==> src/rtl/audtx_pkg.sv <==
package audtx_pkg;
  localparam int unsigned CFG_W    = 32;
  localparam int unsigned LVL_W    = 6;
  localparam int unsigned LVL_LSB  = 0;
  localparam int unsigned MUTE_POS = 16;
  localparam int unsigned FRZ_POS  = 17;

  typedef struct packed {
    logic             freeze;
    logic             mute;
    logic [LVL_W-1:0] level;
  } audtx_cfg_t;

  typedef enum logic [1:0] {
    RD_IDLE   = 2'd0,
    RD_HEAD   = 2'd1,
    RD_REPLAY = 2'd2,
    RD_ZERO   = 2'd3
  } rd_mode_e;

  // Place the control fields into a readback word; unused bits are zero.
  function automatic logic [CFG_W-1:0] cfg_pack(audtx_cfg_t c);
    logic [CFG_W-1:0] w;
    w = '0;
    w[LVL_LSB +: LVL_W] = c.level;
    w[MUTE_POS]         = c.mute;
    w[FRZ_POS]          = c.freeze;
    return w;
  endfunction

  // Threshold compare: strictly below.
  function automatic logic below_level(int unsigned cnt, int unsigned lvl);
    return cnt < lvl;
  endfunction
endpackage

==> src/rtl/audtx_ctrl.sv <==
module audtx_ctrl
  import audtx_pkg::*;
(
  input  logic             clk,
  input  logic             rst_n,
  input  logic             cfg_we,
  input  logic [CFG_W-1:0] cfg_wdata,
  output audtx_cfg_t       cfg_q,
  output logic [CFG_W-1:0] cfg_rdata
);
  audtx_cfg_t cfg_d;
  logic       unused_cfg_bits;

  always_comb begin
    cfg_d.level  = cfg_wdata[LVL_LSB +: LVL_W];
    cfg_d.mute   = cfg_wdata[MUTE_POS];
    cfg_d.freeze = cfg_wdata[FRZ_POS];
  end

  assign unused_cfg_bits = ^{cfg_wdata[CFG_W-1:FRZ_POS+1],
                             cfg_wdata[MUTE_POS-1:LVL_LSB+LVL_W]};

  always_ff @(posedge clk or negedge rst_n) begin
    if (!rst_n)      cfg_q <= '0;
    else if (cfg_we) cfg_q <= cfg_d;
  end

  assign cfg_rdata = cfg_pack(cfg_q);

  // readback never shows bits outside the three fields
  assert_cfg_clean_R2: assert property (@(posedge clk) disable iff (!rst_n)
    (cfg_rdata & ~32'h0003_003F) == '0);
endmodule

==> src/rtl/audtx_store.sv <==
module audtx_store #(
  parameter int unsigned DEPTH  = 64,
  parameter int unsigned DATA_W = 16
) (
  input  logic                       clk,
  input  logic                       rst_n,
  input  logic                       push_req,
  input  logic [DATA_W-1:0]          wdata,
  input  logic                       pop_req,
  output logic [DATA_W-1:0]          head,
  output logic [$clog2(DEPTH):0]     fill,
  output logic                       empty,
  output logic                       full,
  output logic                       push_ok,
  output logic                       drop_evt
);
  localparam int unsigned AW = $clog2(DEPTH);
  localparam int unsigned CW = AW + 1;
  localparam logic [AW-1:0] LAST_IDX = AW'(DEPTH - 1);
  localparam logic [CW-1:0] FULL_CNT = CW'(DEPTH);

  logic [DATA_W-1:0] mem [DEPTH];
  logic [AW-1:0]     wr_ptr, rd_ptr;
  logic [CW-1:0]     fill_q;

  function automatic logic [AW-1:0] ptr_inc(logic [AW-1:0] p);
    return (p == LAST_IDX) ? '0 : p + 1'b1;
  endfunction

  function automatic logic [CW-1:0] fill_next(logic [CW-1:0] f, logic in_ok, logic out_ok);
    case ({in_ok, out_ok})
      2'b10:   return f + 1'b1;
      2'b01:   return f - 1'b1;
      default: return f;
    endcase
  endfunction

  assign empty    = (fill_q == '0);
  assign full     = (fill_q == FULL_CNT);
  assign push_ok  = push_req && !full;
  assign drop_evt = push_req && full;
  assign head     = mem[rd_ptr];
  assign fill     = fill_q;

  always_ff @(posedge clk) begin
    if (push_ok) mem[wr_ptr] <= wdata;
  end

  always_ff @(posedge clk or negedge rst_n) begin
    if (!rst_n) begin
      wr_ptr <= '0;
      rd_ptr <= '0;
      fill_q <= '0;
    end else begin
      if (push_ok) wr_ptr <= ptr_inc(wr_ptr);
      if (pop_req) rd_ptr <= ptr_inc(rd_ptr);
      fill_q <= fill_next(fill_q, push_ok, pop_req);
    end
  end

  assert_fill_bound_R9: assert property (@(posedge clk) disable iff (!rst_n)
    fill_q <= FULL_CNT);
  assert_no_pop_empty_R10: assert property (@(posedge clk) disable iff (!rst_n)
    pop_req |-> !empty);
  assert_pushpop_hold_R11: assert property (@(posedge clk) disable iff (!rst_n)
    (push_ok && pop_req) |=> $stable(fill_q));
  assert_drop_full_R9: assert property (@(posedge clk) disable iff (!rst_n)
    (drop_evt && !pop_req) |=> (fill_q == FULL_CNT));
endmodule

==> src/rtl/audtx_read_sel.sv <==
module audtx_read_sel
  import audtx_pkg::*;
#(
  parameter int unsigned DATA_W = 16
) (
  input  logic              clk,
  input  logic              rst_n,
  input  logic              rd_req,
  input  logic              mute,
  input  logic              freeze_eff,
  input  logic              empty,
  input  logic [DATA_W-1:0] head,
  output logic              pop,
  output logic              under_evt,
  output logic [DATA_W-1:0] rd_data
);
  rd_mode_e          mode;
  logic [DATA_W-1:0] prev_q;
  logic [DATA_W-1:0] rd_q;

  always_comb begin
    mode      = RD_IDLE;
    pop       = 1'b0;
    under_evt = 1'b0;
    if (rd_req) begin
      if (freeze_eff) begin
        mode = mute ? RD_ZERO : RD_REPLAY;
      end else if (empty) begin
        mode      = RD_ZERO;
        under_evt = 1'b1;
      end else begin
        mode = mute ? RD_ZERO : RD_HEAD;
        pop  = 1'b1;
      end
    end
  end

  always_ff @(posedge clk or negedge rst_n) begin
    if (!rst_n) begin
      prev_q <= '0;
      rd_q   <= '0;
    end else begin
      if (pop) prev_q <= head;
      case (mode)
        RD_HEAD:   rd_q <= head;
        RD_REPLAY: rd_q <= prev_q;
        RD_ZERO:   rd_q <= '0;
        default:   rd_q <= rd_q;
      endcase
    end
  end

  assign rd_data = rd_q;

  assert_mute_zero_R5: assert property (@(posedge clk) disable iff (!rst_n)
    (rd_req && mute) |=> (rd_data == '0));
  assert_freeze_nopop_R6: assert property (@(posedge clk) disable iff (!rst_n)
    freeze_eff |-> !pop);
  assert_replay_R6: assert property (@(posedge clk) disable iff (!rst_n)
    (rd_req && freeze_eff && !mute) |=> (rd_data == $past(prev_q)));
  assert_both_zero_R8: assert property (@(posedge clk) disable iff (!rst_n)
    (rd_req && freeze_eff && mute) |=> (rd_data == '0));
  assert_under_zero_R10: assert property (@(posedge clk) disable iff (!rst_n)
    (rd_req && empty && !freeze_eff) |=> (rd_data == '0));
  assert_idle_hold_R4: assert property (@(posedge clk) disable iff (!rst_n)
    !rd_req |=> $stable(rd_data));
endmodule

==> src/rtl/audio_tx_fifo.sv <==
module audio_tx_fifo
  import audtx_pkg::*;
#(
  parameter int unsigned DEPTH  = 64,
  parameter int unsigned DATA_W = 16
) (
  input  logic                   clk,
  input  logic                   rst_n,
  input  logic                   cfg_we,
  input  logic [31:0]            cfg_wdata,
  output logic [31:0]            cfg_rdata,
  input  logic                   wr_valid,
  input  logic [DATA_W-1:0]      wr_data,
  input  logic                   rd_req,
  output logic [DATA_W-1:0]      rd_data,
  input  logic                   dbg_freeze,
  output logic [$clog2(DEPTH):0] fill_level,
  output logic                   trig_evt,
  output logic                   ovf_flag,
  output logic                   unf_flag
);
  localparam int unsigned CW = $clog2(DEPTH) + 1;

  audtx_cfg_t        cfg_q;
  logic              freeze_eff;
  logic              pop, under_evt;
  logic              empty, full, push_ok, drop_evt;
  logic [DATA_W-1:0] head;
  logic [CW-1:0]     fill;
  logic              ovf_q, unf_q;

  audtx_ctrl u_ctrl (
    .clk       (clk),
    .rst_n     (rst_n),
    .cfg_we    (cfg_we),
    .cfg_wdata (cfg_wdata),
    .cfg_q     (cfg_q),
    .cfg_rdata (cfg_rdata)
  );

  assign freeze_eff = cfg_q.freeze | dbg_freeze;

  audtx_store #(.DEPTH(DEPTH), .DATA_W(DATA_W)) u_store (
    .clk      (clk),
    .rst_n    (rst_n),
    .push_req (wr_valid),
    .wdata    (wr_data),
    .pop_req  (pop),
    .head     (head),
    .fill     (fill),
    .empty    (empty),
    .full     (full),
    .push_ok  (push_ok),
    .drop_evt (drop_evt)
  );

  audtx_read_sel #(.DATA_W(DATA_W)) u_read (
    .clk        (clk),
    .rst_n      (rst_n),
    .rd_req     (rd_req),
    .mute       (cfg_q.mute),
    .freeze_eff (freeze_eff),
    .empty      (empty),
    .head       (head),
    .pop        (pop),
    .under_evt  (under_evt),
    .rd_data    (rd_data)
  );

  always_ff @(posedge clk or negedge rst_n) begin
    if (!rst_n) begin
      ovf_q <= 1'b0;
      unf_q <= 1'b0;
    end else begin
      if (drop_evt)  ovf_q <= 1'b1;
      if (under_evt) unf_q <= 1'b1;
    end
  end

  assign fill_level = fill;
  assign trig_evt   = below_level(32'(fill), 32'(cfg_q.level));
  assign ovf_flag   = ovf_q;
  assign unf_flag   = unf_q;

  assert_trig_zero_R3: assert property (@(posedge clk) disable iff (!rst_n)
    (cfg_q.level == '0) |-> !trig_evt);
  assert_ovf_sticky_R9: assert property (@(posedge clk) disable iff (!rst_n)
    ovf_flag |=> ovf_flag);
  assert_unf_sticky_R10: assert property (@(posedge clk) disable iff (!rst_n)
    unf_flag |=> unf_flag);
  assert_freeze_fill_R7: assert property (@(posedge clk) disable iff (!rst_n)
    (rd_req && dbg_freeze && !wr_valid) |=> $stable(fill_level));
  assert_full_flag_R9: assert property (@(posedge clk) disable iff (!rst_n)
    full |-> !push_ok);
endmodule

==> config.mk <==
export PLATFORM = sky130hd
export DESIGN_NAME = audio_tx_fifo
export DESIGN_NICKNAME = d
export VERILOG_FILES = /design/src/rtl/audtx_pkg.sv /design/src/rtl/audtx_ctrl.sv /design/src/rtl/audtx_store.sv /design/src/rtl/audtx_read_sel.sv /design/src/rtl/audio_tx_fifo.sv
export SDC_FILE = /design/constraint.sdc
export NUM_CORES = 1
export LEC_CHECK = 0
export ABC_AREA = 1
export CORE_ASPECT_RATIO = 1.5
export CORE_UTILIZATION = 35
export CTS_CLUSTER_SIZE = 14
export DETAILED_ROUTE_END_ITERATION = 10
export DONT_BUFFER_PORTS = 1
export PLACE_DENSITY = 0.49
export SETUP_SLACK_MARGIN = 0.5
export SKIP_CTS_REPAIR_TIMING = 1
export SYNTH_ARGS = -nofsm -noshare
export SYNTH_HDL_FRONTEND = slang
export SYNTH_SLANG_ARGS = --single-unit
==> constraint.sdc <==
create_clock -name clk -period 4.3 [get_ports clk]
set_clock_uncertainty 0.15 [all_clocks]
set_input_delay 0.43 -clock clk [delete_from_list [all_inputs] [get_ports clk]]
set_output_delay 0.43 -clock clk [all_outputs]
set_load 0.01 [all_outputs]
Yosys cells after proc, flatten, opt, wreduce, memory -nomap -nowiden
Memories as Yosys holds them, arrays and structs flattened.
Index checks and enable logic that the tools add are counted.
Storage, ports and cells
  register bits after elaboration: 61
  memory bits (writable): 1024
  input bits: 54
  output and inout bits: 58
  memories: 1
Operators by class
  add/subtract/negate cells: 4
  order comparisons: 1
  equality and inequality tests: 8
  muxes and demuxes: 17
  bitwise operators: 1
  reduce and logical (&&, ||, !) cells: 6
Memories
  u_store.mem: depth 64, bits a word 16, rd ports 1, clocked after memory_dff 0, write ports 1, line audtx_store.sv:22  | logic [DATA_W-1:0] mem [DEPTH];
Operators with widths (number)
  one-hot mux 16 bit (3 select lines): 1
  one-hot mux 7 bit (2 select lines): 1
  adder 6 x 1 -> 6 bit (second input constant): 2
  equality test 6 bit (second input constant): 2
  2-to-1 mux 6 bit: 2
  2-to-1 mux 1 bit: 9
  2-to-1 mux 2 bit: 4
  adder 7 x 1 -> 7 bit (second input constant): 1
  equality test 7 bit (second input constant): 1
  zero test 7 bit: 1
  less-than comparator 7 x 6 -> 1 bit: 1
  subtractor 7 x 1 -> 7 bit (second input constant): 1
  equality test 2 bit (second input constant): 3
  equality test 2 x 1 -> 1 bit (second input constant): 2
  nonzero test 3 bit: 1
  logical AND 1 bit: 2
  nonzero test 2 bit: 1
  zero test 1 bit: 1
  bitwise OR 1 bit: 1

Logic depth before layout (Yosys ltp)
Gate-level depths: netlist of the first run.
  depth in word-level cells: 6
  mapped depth: 20
  depth with buffers taken out: 18

Cells and area by module
From an unflattened synthesis of the first run, not the netlist that was laid out.
Second synthesis, totals
  cells, all modules: 4348
  area total of the unflattened synthesis: 46548.4 um2
By module, submodules not included
  audtx_store: times used 1, cells each 4054, area each 44246.2 um2, sequential area each 31224.9 um2
  audtx_read_sel: times used 1, cells each 194, area each 1525.2 um2, sequential area each 800.8 um2
  audtx_ctrl: times used 1, cells each 67, area each 549.3 um2, sequential area each 200.2 um2
  audio_tx_fifo: times used 1, cells each 33, area each 227.7 um2, sequential area each 50.0 um2

Least setup slack after synthesis of the first run
No wires, ideal clock.
  path kind: register -> register
  start: register u_store.fill_q[0], in the netlist u_store.fill[0]
  end: memory u_store.mem[15][0], enable pin
  arrival: 2.750 ns
  setup slack: 0.970 ns
  cell stages (with the launch flop): 7
  path buffers: 0
  clock period less this slack: 3.330 ns
  cells stage by stage: dfrtp_1 inv_1 nand4_1 nor3_1 nor2_1 nand4_1 nor4_1
On the way
  cells in the longest elaborated chain, start to end: 5
RTL lines
  from (decl): line audtx_store.sv:24  | logic [CW-1:0] fill_q;
  from (signal assigned): line audtx_store.sv:57  | fill_q <= fill_next(fill_q, push_ok, pop_req);
  equality test 7 bit: line audtx_store.sv:39  | assign full = (fill_q == FULL_CNT);
  zero test 1 bit: line audtx_store.sv:40  | assign push_ok = push_req && !full;
  logical AND 1 bit: line audtx_store.sv:40
  2-to-1 mux 1 bit: line audtx_store.sv:46  | if (push_ok) mem[wr_ptr] <= wdata;
  2-to-1 mux 1 bit (not written as such): line audtx_store.sv:46
  to (decl): line audtx_store.sv:22
No other way between the ends.

Worst setup path in the final report of the first run
  start: register u_store.fill_q[0], in the netlist u_store.fill[0]
  end: register u_store.fill_q[6], in the netlist u_store.fill[6]
On the way
  cells in the longest elaborated chain, start to end: 6
  elaborated cells on any way between the ends: 13
  those cells by class: 2 x add/sub; 3 x eq/ne; 4 x mux; 4 x reduce/logical
RTL lines
  zero test 7 bit: line audtx_store.sv:38  | assign empty = (fill_q == '0);
  2-to-1 mux 1 bit: line audtx_read_sel.sv:28  | end else if (empty) begin
  2-to-1 mux 1 bit: line audtx_read_sel.sv:26  | if (freeze_eff) begin
  2-to-1 mux 1 bit: line audtx_read_sel.sv:25  | if (rd_req) begin
  equality test 2 x 1 -> 1 bit / equality test 2 bit (equally long branches): line audtx_store.sv:31  | case ({in_ok, out_ok})
  one-hot mux 7 bit (2 select lines) / nonzero test 2 bit (equally long branches)
Parallel ways exist; a longest one is shown, timed or not.
A chain may end at the register's enable or synchronous reset.

==> summary.md, run 1 <==
| Metric | Value |
|---|---|
| PwrDens | slightly above 600 nW/um2 |
| Number of synthesized flops with an enable pin | between 1000 and 1500 |
| Crit path DAT | 3.80 ns |
| Top-area cell type share of the netlist area | 0.6620 |
| Final Net Count | 4551 |
| Hold Path Sink | u_store.wr_ptr[1] |
| Final Cycle Share | 0.7687 |
| Initial core utilization | 0.3531 |
| First-pass GRT wire length | between 150000 and 200000 um |
| Delay-heaviest family, CP | simple AND/OR/NAND/NOR gates |
| Cells after synthesis | 4437 |
| Total Routing Usage GR | 0.1958 |
| Layout Utilization | 0.3996 |
| Largest net degree at the start of global routing | approximately 190 |
| Crit path largest cell delay | 0.48 ns |
| Num rows | 163 |
| Antenna violations before repair | 1 |
| Largest cells by area after synthesis | edfxtp_1 66%, nand2_1 11%, nand3_1 5.4% |
| Slew Viols, Final | 0 |
| Synth Warn # | 0 |
| Area leader, netlist | edfxtp_1 |
| Die W | around 300 um |
| I/O pin cnt | roughly 110 |
| Leakage | roughly 0.021 uW |
| Crit-path cells | inv_1, nand4_1, nor3_1, nor2_1, nand2_1, inv_1, ha_1, ha_1, a21oi_1, nand2_1, nand2_1, nand2_1, a21oi_1, o21ai_0, a21oi_1, xor2_1 |
| Syn_area_per_cell | 10.47 um2 |
| Gr ovfl total | 0 |
| Post-Route WL | between 100000 and 150000 um |
| Vias | roughly 30000 |
| First drt pass iteration count | 5 |
| Worst path required time | 4.79 ns |
| R2R Path End | u_store.fill[6] |
| Sum Neg Setup Slack | 0 ns |
| Unrepaired setup endpoints after global routing | false |
| Critical path peak fanout | 6 |
| WHS Path Cells | 5 |
| Layout area overhead | 13.15% |
| #FFs+latches synth | 1085 |
| CP dominant cell by count | nand2_1 |
| Worst r2r src | u_store.fill[0] |
| Final worst slack | 0.9947 ns |
| Min cycle time layout | 3.305 ns |
| GPL Wtd Cong | just under 0.8 |
| Buf/Inv on CP | 2 |
| CTS H-tree depth | 3 |
| Hpwl dp | 73150 um |
| Max cap viols | 0 |
| Failing checks | negative hold slack |
| Crit start category | flop |
| Vias in the first global route | 29110 |
| Final Hold Vio Count | 1 |
| Slew HR | 0.3216 |
| Status | finished with violations |
| Seq/Total Area, Yosys | 0.6948 |
| Clock Pin Slew Worst Setup and Hold Paths | 0.07 ns |
| TritonCTS clock tree | done |
| Least-Margin Pin Slew | just over 1 ns |
| Die H | ~450 um |
| Die area | approximately 130000 um2 |
| Clock latency on the worst-skew pair | 0.71 ns |
| Synth Cell Area | 46450 um2 |
| IO Port Bufs | 0 |
| TritonCTS Buffers | 103 |
| # setup viols final | 0 |
| Final ANT Viol Nets | 0 |
| Final instance area | 52560 um2 |
| DRC viols | 0 |
| Setup CP Type | flop to flop |
| Hold wc startpoint | wr_valid |
| Worst R2R Path Depth | 16 |
| Routed WL per cell | approximately 21 um |
| Placeable core region | 131500 um2 |
| R2r setup slk | 0.99 ns |
| Root buf cell | clkbuf_16 |
| VDD IR max | between 500 and 600 uV |
| Hold slack | -0.0004409 ns |
| Vias per inst | 4.792 |
| Clock tree sinks | 1085 |
| Dpl ws | 0.9944 ns |
| DP Area | 48480 um2 |
| Fmax | 302.5 MHz |
| Clk buf depth | 3 |
| Fraction of registers with async set/reset | 0.05622 |
| Netlist cell types | 35 |
| HP Class | input port to flop |
| Primary FF master, synth | edfxtp_1 |
| CP Capture Type | flop |
| Drt first-iter violations | 2180 |
| Layout cells sized above 1 | 0.06748 |
| Slowest-stage cell, CP | dfrtp_1 |
area by class of cell:
class / instances / area (um2)
timing repair buffer: 165 / 1789
inverter: 539 / 2047
clock inverter: 55 / 519.2
multi-input combinational: 2589 / 10970
fill: 12690 / 78980
tap: 1732 / 2167
clock buffer: 131 / 2775
sequential: 1085 / 32280
antenna: 2 / 5.005
sequential cells by signal, summed over array words and instances, names as in the netlist:
register / cells
u_store.wr_ptr: 6
u_store.rd_ptr: 6
u_ctrl.cfg_q: 8
ovf_flag: 1
u_read.rd_data: 16
u_read.prev_q: 16
unf_flag: 1
u_store.fill: 7
u_store.mem: 1024
cells in the final DEF (no fill, tap or decap), types with 2 or more instances in the layout:
master,instances
a21o_1,2
a21oi_1,56
and3_1,2
buf_12,11
buf_16,17
buf_4,108
bufinv_16,10
clkbuf_1,21
clkbuf_16,105
clkbuf_8,5
clkinv_1,27
clkinv_2,18
conb_1,24
dfrtp_1,58
dfrtp_4,2
diode_2,2
dlygate4sd3_1,29
edfxtp_1,1024
ha_1,13
inv_1,529
inv_2,4
inv_6,3
nand2_1,1354
nand3_1,500
nand4_1,10
nor2_1,386
nor2_2,6
nor3_1,6
o21ai_0,186
o21ai_1,15
or2_2,10
xor2_1,7
how the worst max path moves through the flow:
stage	from	to	depth (start not counted)
2_1_floorplan	u_store.fill[0]	u_store.mem[15][0]	6
3_3_place_gp	u_store.fill[0]	u_store.fill[6]	17
3_5_place_dp	u_store.rd_ptr[0]	u_read.prev_q[2]	13
4_1_cts	u_store.rd_ptr[0]	u_read.prev_q[2]	13
5_1_grt	u_store.fill[0]	u_store.fill[6]	16
6_report	u_store.fill[0]	u_store.fill[6]	16
kinds of logic (layout without fill, tap and decap cells):
kind of cell | after synthesis | in the layout | share of synthesized area
and+or+nand+nor | 2277 | 2277 | 0.1989
DFF | 1085 | 1085 | 0.6948
buffers and inverters | 786 | 890 | 0.07151
AOI/OAI and AO/OA | 265 | 265 | 0.02901
adders and majority gates | 14 | 14 | 0.003933
xor gates and xnor gates | 8 | 8 | 0.001508
other | 1 | 26 | 0.00008073
muxes | 1 | 1 | 0.0002424
metal layers:
| layer | routed length, um | track usage | part of all wire | vias up |
|---|---|---|---|---|
| met2 | 68790 | 0.3509 | 0.52 | 562 |
| met1 | 52730 | 0.2322 | 0.40 | 14830 |
| li1 | - | - | - | 14590 |
| met5 | 13 | 0 | 0.000099 | - |
| met3 | 4998 | 0.02693 | 0.038 | 193 |
| met4 | 5418 | 0.08827 | 0.041 | 2 |
synthesized netlist by cell type, types with 3 or more instances:
cell / instances
edfxtp_1: 1024
buf_1: 22
nand4_1: 10
or2_2: 10
nand3_1: 500
buf_2: 88
nor2_1: 393
inv_2: 3
dfrtp_1: 61
clkbuf_1: 81
inv_1: 531
ha_1: 13
nand2_1: 1354
clkinv_1: 4
a21oi_1: 56
xor2_1: 7
nor3_1: 7
buf_6: 13
o21ai_1: 15
buf_4: 43
o21ai_0: 186
metrics by stage:
stage / total power [uW] / cells / hold slack (ns)
6_report: 32400 / 6298 / -0.0004409
5_1_grt: 34200 / 6296 / 0.001051
4_1_cts: 32550 / 6249 / -0.7993
3_5_place_dp: 23450 / 6063 / -0.01449
3_3_place_gp: 23400 / 6063 / -0.01409
2_1_floorplan: 19490 / 4460 / -0.01559
power by group:
group | switching [uW] | internal, uW | leakage (uW)
registers | 437 | 12100 | 0.00995
logic | 7890 | 2890 | 0.00946
clock network | 3950 | 5140 | 0.00162
total | 12300 | 20100 | 0.0210
tightest hold or removal path: stages:
cell and delay [ns]:
inv_1 0.03, nor2_1 0.05, buf_4 0.17, nand2_1 0.06, o21ai_0 0.06
(Power assumes the default switching activity.)
==> inputs of run 2 (changes only) <==
PLACE_DENSITY = 0.51   (was 0.49)
clock period = 2.95 ns   (was 4.3 ns; I/O delays follow)
==> run 2 against run 1 <==
The flow still finishes with violations (negative hold slack). Worst hold slack lost 0.11 ns. Maximum frequency grew 17%. Sequential cell count is the same. Cell count grew 3.4%. Cell area grew 10%. Utilization grew 4.1 points. Largest power group is now combinational cells. Highest routed layer is now met4.
==> summary.md, run 2 (synthesis results as in run 1) <==
| Metric | Value |
|---|---|
| Initial core utilization | 0.3531 |
| Antenna violations before repair | 2 |
| IO Port Bufs | 0 |
| Critical path peak fanout | 3 |
| # setup viols final | 0 |
| GRT busiest layer | met2 |
| Clock Pin Slew Worst Setup and Hold Paths | ~0.060 ns |
| Seq pwr share | 0.329 |
| Final Cycle Share | 0.9548 |
| Grt met3 use | 0.01982 |
| Final ANT Viol Nets | 0 |
| Status | finished with violations |
| Crit start category | flop |
| Drt first-iter violations | 2510 |
| CTS H-tree depth | 3 |
| Combinational fraction of design power | 0.443 |
| TritonCTS clock tree | done |
| Internal power | 33190 uW |
| Routed WL per cell | between 20 and 25 um |
| Crit path largest cell delay | 0.40 ns |
| Final worst slack | around 0.13 ns |
| I/O pin cnt | 112 |
| Final Net Count | 4765 |
| Clk buf depth | 3 |
| TritonCTS Buffers | 97 |
| Hpwl dp | 77360 um |
| Global-route met1 utilization | 0.2276 |
| Vias | 31830 |
| Clock latency on the worst-skew pair | 0.72 ns |
| Power, Total | 54980 uW |
| Sw Pwr | ~22000 uW |
| Max reg flops | 1024 |
| Clock power share | 0.228 |
| Least-Margin Pin Slew | between 1 and 1.5 ns |
| Layout cells sized above 1 | 0.2055 |
| Root buf cell | clkbuf_16 |
| Clock tree sinks | 1085 |
| Min cycle time layout | between 2 and 3 ns |
| Most common cell after layout, fill and taps aside | nand2_1 |
| Total Routing Usage GR | 0.1966 |
| Crit path DAT | 3.25 ns |
| Sum Neg Setup Slack | 0 ns |
| Setup CP Type | flop to flop |
| Slew HR | 0.1606 |
| Slew Viols, Final | 0 |
| Hold slack | -0.1072 ns |
| Die H | 448.2 um |
| HP Class | input port to flop |
| Leakage | 0.02315 uW |
| First drt pass iteration count | 5 |
| Gr ovfl total | 0 |
| Final Hold Vio Count | 19 |
| Dpl ws | 0.09438 ns |
| DP Area | roughly 49000 um2 |
| PwrDens | 948.4 nW/um2 |
| Vias in the first global route | 29580 |
| Post-Route WL | 145100 um |
| Num rows | 163 |
| Largest net degree at the start of global routing | 77 |
| GPL Wtd Cong | approximately 0.8 |
| Sw Share | 0.3963 |
| Crit-path cells | inv_2, nand4_1, nor3_2, nor2_1, inv_1, ha_4, inv_2, fa_1, inv_2, nand3_1, nand2_1, nand2_1, nand2_1, a21oi_2, o21ai_1, a21oi_1, xor2_1 |
| Fmax | 355.0 MHz |
| Layout Utilization | 0.4407 |
| Unrepaired setup endpoints after global routing | true |
| Global Route met2 Usage | 0.3641 |
| Final instance area | 57970 um2 |
| VDD IR max | 632.9 uV |
| Vias per inst | 4.890 |
| Top reg by flops | u_store.mem |
| DRC viols | 0 |
| Die area | 134200 um2 |
| First-pass GRT wire length | 194100 um |
| Worst path required time | 3.38 ns |
| Max cap viols | 0 |
| Placeable core region | 131500 um2 |
| Most frequent cells in the layout | 1152 x nand2_1, 1024 x edfxtp_1, 497 x inv_1 |
| Layout area overhead | 24.80% |
| CP Capture Type | flop |
| Failing checks | negative hold slack |
| Die W | ~300 um |
| Slowest-stage cell, CP | dfrtp_2 |
## run 2: per-stage QoR
stage               instances  hold WS, ns
global placement         6136      -0.1494
global route             6507     -0.08323
detailed placement       6136      -0.1497
CTS                      6312      -0.9327
finish                   6509      -0.1072
floorplan                4460      -0.1506
## run 2: final cells by class
| type | instances | area (um2) |
|---|---|---|
| multi-input cells | 2589 | 13140 |
| well taps | 1732 | 2167 |
| repair inverters | 6 | 135.1 |
| repair buffers | 379 | 5099 |
| diodes | 3 | 7.507 |
| clock inverters | 45 | 399.1 |
| clock buffers | 131 | 2629 |
| fillers | 12080 | 73570 |
| flip-flops and latches | 1085 | 32290 |
| inverters | 539 | 2108 |
## run 2: final timing paths
check,to,start,slack [ns],cells after the start
setup reg to reg,u_store.fill[6],u_store.fill[1],0.13,17
max in group asynchronous,u_read.prev_q[3],rst_n,2.35,2
min in group asynchronous,ovf_flag,rst_n,-0.03,2
hold / removal,u_store.fill[5],rd_req,-0.11,4
hold reg to reg,u_read.prev_q[12],u_read.prev_q[12],0.37,2
setup / recovery,u_store.fill[6],u_store.fill[1],0.13,17
## run 2: critical path: cells and delay by family (launching register included)
family	cells	cell delay, ns
AOI/OAI and AO/OA	3	0.28
xor gates and xnor gates	1	0.14
adders and majority gates	2	0.53
buffers and inverters	4	0.31
DFF	1	0.40
and+or+nand+nor	7	0.88
## run 2: power groups by stage
stage	combinational, uW	clock (uW)	sequential (uW)
after floorplan	10200	0	18300
after global placement	17100	0	18400
after detailed placement	17200	0	18400
after CTS	17300	12700	18100
after global routing	26000	13300	18200
final	24400	12500	18100
## run 2: metal layers
metal  routed length [um]  vias up  share of wire
met3                 6314      210          0.044
met5                    0        -              0
met1                55460    15780           0.38
met4                 7356        0          0.051
li1                     -    15030              -
met2                76010      802           0.52
